### src/rtl/oslim_pkg.sv
package oslim_pkg;
  function automatic int occ_width(input int limit);
    return (limit < 1) ? 1 : $clog2(limit + 1);
  endfunction
endpackage

### src/rtl/oslim_occ_counter.sv
module oslim_occ_counter #(
  parameter int LIMIT = 4,
  localparam int W = oslim_pkg::occ_width(LIMIT)
) (
  input  logic         clk,
  input  logic         rst_n,
  input  logic         issue,
  input  logic         retire,
  output logic [W-1:0] count,
  output logic         has_room
);
  localparam logic [W-1:0] CAP = W'(LIMIT);

  always_ff @(posedge clk) begin
    if (!rst_n)
      count <= '0;
    else if (issue && !retire)
      count <= count + 1'b1;
    else if (retire && !issue && count != '0)
      count <= count - 1'b1;
  end

  assign has_room = (count < CAP);

  // never past the capability
  assert_no_overflow_R9: assert property (@(posedge clk) disable iff (!rst_n)
    count <= CAP);
  // a completion with nothing in flight is a protocol error
  assert_no_underflow_R9: assert property (@(posedge clk) disable iff (!rst_n)
    retire |-> count != '0);
  // a lone issue raises the count by one
  assert_issue_step_R2: assert property (@(posedge clk) disable iff (!rst_n)
    (issue && !retire) |=> count == $past(count) + 1'b1);
  // an issue and a completion together leave the count unchanged
  assert_pair_holds_R7: assert property (@(posedge clk) disable iff (!rst_n)
    (issue && retire) |=> $stable(count));
endmodule

### src/rtl/oslim_addr_gate.sv
module oslim_addr_gate (
  input  logic clk,
  input  logic rst_n,
  input  logic open,
  input  logic req_valid,
  output logic req_ready,
  output logic bus_valid,
  input  logic bus_ready
);
  assign bus_valid = req_valid & open;
  assign req_ready = bus_ready & open;

  // a closed gate lets neither side see a handshake
  assert_closed_blocks_R5: assert property (@(posedge clk) disable iff (!rst_n)
    !open |-> !(bus_valid && bus_ready) && !(req_valid && req_ready));
endmodule

### src/rtl/oslim_limiter.sv
module oslim_limiter #(
  parameter int RD_LIMIT = 4,
  parameter int WR_LIMIT = 2,
  localparam int RD_W = oslim_pkg::occ_width(RD_LIMIT),
  localparam int WR_W = oslim_pkg::occ_width(WR_LIMIT)
) (
  input  logic            clk,
  input  logic            rst_n,
  input  logic            rd_req_valid,
  output logic            rd_req_ready,
  output logic            bus_ar_valid,
  input  logic            bus_ar_ready,
  input  logic            wr_req_valid,
  output logic            wr_req_ready,
  output logic            bus_aw_valid,
  input  logic            bus_aw_ready,
  input  logic            bus_r_valid,
  input  logic            bus_r_ready,
  input  logic            bus_r_last,
  input  logic            bus_b_valid,
  input  logic            bus_b_ready,
  output logic [RD_W-1:0] rd_count,
  output logic [WR_W-1:0] wr_count
);
  logic rd_room, wr_room;
  logic ar_hs, aw_hs, r_hs, rd_done, wr_done;

  assign ar_hs   = bus_ar_valid & bus_ar_ready;
  assign aw_hs   = bus_aw_valid & bus_aw_ready;
  assign r_hs    = bus_r_valid & bus_r_ready;
  assign rd_done = r_hs & bus_r_last;
  assign wr_done = bus_b_valid & bus_b_ready;

  oslim_addr_gate rd_gate (
    .clk(clk), .rst_n(rst_n), .open(rd_room),
    .req_valid(rd_req_valid), .req_ready(rd_req_ready),
    .bus_valid(bus_ar_valid), .bus_ready(bus_ar_ready)
  );

  oslim_addr_gate wr_gate (
    .clk(clk), .rst_n(rst_n), .open(wr_room),
    .req_valid(wr_req_valid), .req_ready(wr_req_ready),
    .bus_valid(bus_aw_valid), .bus_ready(bus_aw_ready)
  );

  oslim_occ_counter #(.LIMIT(RD_LIMIT)) rd_occ (
    .clk(clk), .rst_n(rst_n), .issue(ar_hs), .retire(rd_done),
    .count(rd_count), .has_room(rd_room)
  );

  oslim_occ_counter #(.LIMIT(WR_LIMIT)) wr_occ (
    .clk(clk), .rst_n(rst_n), .issue(aw_hs), .retire(wr_done),
    .count(wr_count), .has_room(wr_room)
  );

  // a beat without the last flag does not retire a read
  assert_mid_beat_R3: assert property (@(posedge clk) disable iff (!rst_n)
    (r_hs && !bus_r_last && !ar_hs) |=> $stable(rd_count));
  // with no read events the read count holds whatever writes do
  assert_rd_isolated_R8: assert property (@(posedge clk) disable iff (!rst_n)
    (!ar_hs && !rd_done) |=> $stable(rd_count));
  // with no write events the write count holds
  assert_wr_isolated_R8: assert property (@(posedge clk) disable iff (!rst_n)
    (!aw_hs && !wr_done) |=> $stable(wr_count));
  // a lone response lowers the write count
  assert_resp_retire_R4: assert property (@(posedge clk) disable iff (!rst_n)
    (wr_done && !aw_hs) |=> wr_count == $past(wr_count) - 1'b1);
endmodule

### config.mk
export PLATFORM = sky130hd
export DESIGN_NAME = oslim_limiter
export DESIGN_NICKNAME = d
export VERILOG_FILES = /design/src/rtl/oslim_pkg.sv /design/src/rtl/oslim_occ_counter.sv /design/src/rtl/oslim_addr_gate.sv /design/src/rtl/oslim_limiter.sv
export SDC_FILE = /design/constraint.sdc
export NUM_CORES = 1
export LEC_CHECK = 0
export ABC_CLOCK_PERIOD_IN_PS = 4600
export CORE_AREA = 2 2 39 41
export CTS_CLUSTER_DIAMETER = 100
export DETAILED_ROUTE_END_ITERATION = 10
export DIE_AREA = 0 0 41 43
export GPL_TIMING_DRIVEN = 1
export PLACE_DENSITY = 0.55
export REMOVE_ABC_BUFFERS = 1
export SLEW_MARGIN = 30
export SYNTH_ARGS = -nofsm -noshare
export SYNTH_HDL_FRONTEND = slang
export SYNTH_SLANG_ARGS = --single-unit
### constraint.sdc
create_clock -name clk -period 4.6 [get_ports clk]
set_input_delay 0.92 -clock clk [delete_from_list [all_inputs] [get_ports clk]]
set_output_delay 0.92 -clock clk [all_outputs]
set_load 0.02 [all_outputs]
==> run summary <==
Crit path capture type -> output pin
CTS tree -> yes
Worst r2r dst -> rd_occ.count[2]$_SDFFE_PN0P_
Largest net degree at the start of global routing -> 7
Worst min-delay path class -> reg2reg
Post-CTS setup buffers -> 0
Cells after Synth -> 36
Unrepaired setup endpoints after global routing -> no
Most frequent cells in the layout -> 19 x clkdlybuf4s50_1, 6 x nand2_1, 5 x dfxtp_1
Final Hold Fails -> 0
Routed WL -> 751 microns
Via count -> 343
Final setup viols -> 0
Period Utilization, post-route -> 69.0%
Clock power frac -> 31.8%
Worst min-delay path startpoint -> wr_occ.count[0]$_SDFFE_PN0P_
DRC -> 0
Starting Density -> 22.4%
Psw -> 47.9 uW
Critical path's slowest cell -> clkdlybuf4s50_1
Worst-skew pair later-pin latency -> 240 ps
ANT nets after route -> 0
Data arrival, critical path -> 2250 ps
IO Port Bufs -> 19
Num Clock Sinks -> 5
Total negative setup slack -> 0 ps
Req. time, crit path -> 3680 ps
Layout cells sized above 1 -> 8.47%
Core area -> 1380 sq um
P per Cell Area -> 291 nW/um^2
Register bit total from synthesis -> 5
Worst hold path cell count -> 1
Hold Path Sink -> wr_occ.count[0]$_SDFFE_PN0P_
Die area -> 1760 sq um
Crit Path Category -> in2out
Layout Utilization -> 39.5%
DRT iter0 DRCs -> 1
Worst vdd ir -> 0.126 mV
Fmax -> 0.315 GHz
Reg2reg start -> rd_occ.count[2]$_SDFFE_PN0P_
CP max stage delay -> 610 ps
Max Cap Viol -> 0
Antenna cells -> 0
Combinational share of power -> 34.2%
Worst Tran Pin Value -> 281 ps
Ports -> 20
Number of global-route vias before repair -> 335
Die height -> 43 microns
Root Driver -> clkbuf_4
Crit-path max FO -> 5
Status -> finished, final reports clean
Initial antenna violation count -> 0
Synth warnings -> 0
CTS buffer count -> 3
LEAKAGE -> 0.000204 uW
Grt total ovfl -> 0
Cell variety after synth -> 22
Switching share of power -> 30.1%
CTS Buffer Depth -> 2
Area delta synth->final -> 76.2%
P_int -> 111 uW
Share of total power in sequential cells -> 34.0%
Reg2reg setup slack -> 2750 ps
Most common cell after layout, fill and taps aside -> clkdlybuf4s50_1
Die X -> 41 microns
Worst Skew -> 0.811 ps
Most frequent CP cell -> clkdlybuf4s50_1
Final instance area -> 547 sq um
Worst r2r path cells -> 5
Post-DP HPWL -> 583 microns
Synthesized area -> 310 sq um
Slew headroom -> 81.3%
CP Cell Sequence -> clkdlybuf4s50_1 > nor2b_1 > clkdlybuf4s50_1
Std cell rows -> 14
Tmin final -> 3170 ps
Total track usage -> 11.2%
Post-Syn Area per Cell -> 8.62 sq um
Post-synthesis sequential area ratio -> 32.3%
Routed vias/inst -> 4.57
Hold buffers post-CTS -> 0
Final Total Pwr -> 159 uW
GP Congestion -> 0.663
Nature of the critical path startpoint -> primary input
First-pass GRT wire length -> 1280 microns
WL/cell -> 10.0 microns
H-tree depth -> 1
DR pass1 iterations -> 2
Filler cells -> 154
Total placed instance area -> 520 sq um
Post-cts sizing count -> 0
Max-slew violations -> 0
Layout net count -> 72
Clock transition at path regs -> 40 ps
[layout make-up]
| class | count | area (sq um) | share of cell area (%) |
|---|---|---|---|
| sequential | 5 | 100 | 18.3 |
| timing repair buffer | 19 | 190 | 34.8 |
| multi-input combinational | 30 | 206 | 37.8 |
| clock buffer | 4 | 26.3 | 4.81 |
| tap | 16 | 20.0 | 3.66 |
| inverter | 1 | 3.75 | 0.686 |
[metrics by stage]
stage	worst slack, ps	std cells	hold slack, ps
2_1_floorplan	2220	36	578
3_3_place_gp	1450	71	480
3_5_place_dp	1450	71	482
4_1_cts	1440	75	493
5_1_grt	1400	75	528
6_report	1430	75	486
[cell families after synthesis]
logic type | synth area share, %
xor gates and xnor gates | 2.82
muxes | 6.45
and+or+nand+nor | 31.5
adders and majority gates | 6.45
DFF | 32.3
AOI/OAI and AO/OA | 19.4
buffers and inverters | 1.21
[worst max-delay path: cells and delay by family]
family	cells	cell delay (ps)
buf+inv	2	1170
simple gates	1	160
[cells in the mapped netlist]
| cell | number | area (sq um) |
|---|---|---|
| nand2_1 | 6 | 22.5 |
| or4b_1 | 1 | 10.0 |
| a211oi_1 | 1 | 7.51 |
| nor2_1 | 1 | 3.75 |
| nor2b_1 | 3 | 18.8 |
| a2bb2oi_2 | 1 | 15.0 |
| o21ai_0 | 1 | 5.00 |
| inv_1 | 1 | 3.75 |
| a21oi_1 | 2 | 10.0 |
| nand4_1 | 1 | 6.26 |
| mux2i_1 | 2 | 20.0 |
| nand3_1 | 2 | 10.0 |
| a31o_2 | 1 | 8.76 |
| xor2_1 | 1 | 8.76 |
| fa_1 | 1 | 20.0 |
| nand2b_1 | 1 | 6.26 |
| dfxtp_1 | 5 | 100 |
| a21boi_0 | 1 | 7.51 |
| nor3_1 | 1 | 5.00 |
| a31oi_1 | 1 | 6.26 |
| and2b_1 | 1 | 7.51 |
| nand3b_1 | 1 | 7.51 |
[worst max-delay path by stage]
stage / start / to / depth (start not counted)
after floorplan: rd_req_valid / rd_occ.count[2]$_SDFFE_PN0P_ / 5
after global placement: bus_ar_ready / rd_req_ready / 3
after detailed placement: bus_ar_ready / rd_req_ready / 3
after CTS: bus_ar_ready / rd_req_ready / 3
after global routing: bus_ar_ready / rd_req_ready / 3
final: bus_ar_ready / rd_req_ready / 3
[state kept, by name (all words and copies together) (netlist names)]
name and count:
wr_occ.count 2, rd_occ.count 3
[per-layer routing]
layer	vias up	track usage [%]	routed length, microns
li1	175	-	-
met1	146	11.9	321
met4	0	8.00	11
met2	20	16.9	334
met3	2	4.19	83
met5	-	0	0
[power groups by stage]
| stage | Sequential, uW | Clock [uW] | Combinational [uW] |
|---|---|---|---|
| after floorplan | 58.9 | 0 | 23.0 |
| after global placement | 54.7 | 0 | 54.1 |
| after detailed placement | 54.8 | 0 | 54.2 |
| after CTS | 54.2 | 52.3 | 55.0 |
| after global routing | 55.4 | 54.6 | 59.3 |
| final | 54.1 | 50.7 | 54.4 |
No activity file was read; power rests on OpenSTA's default activity.
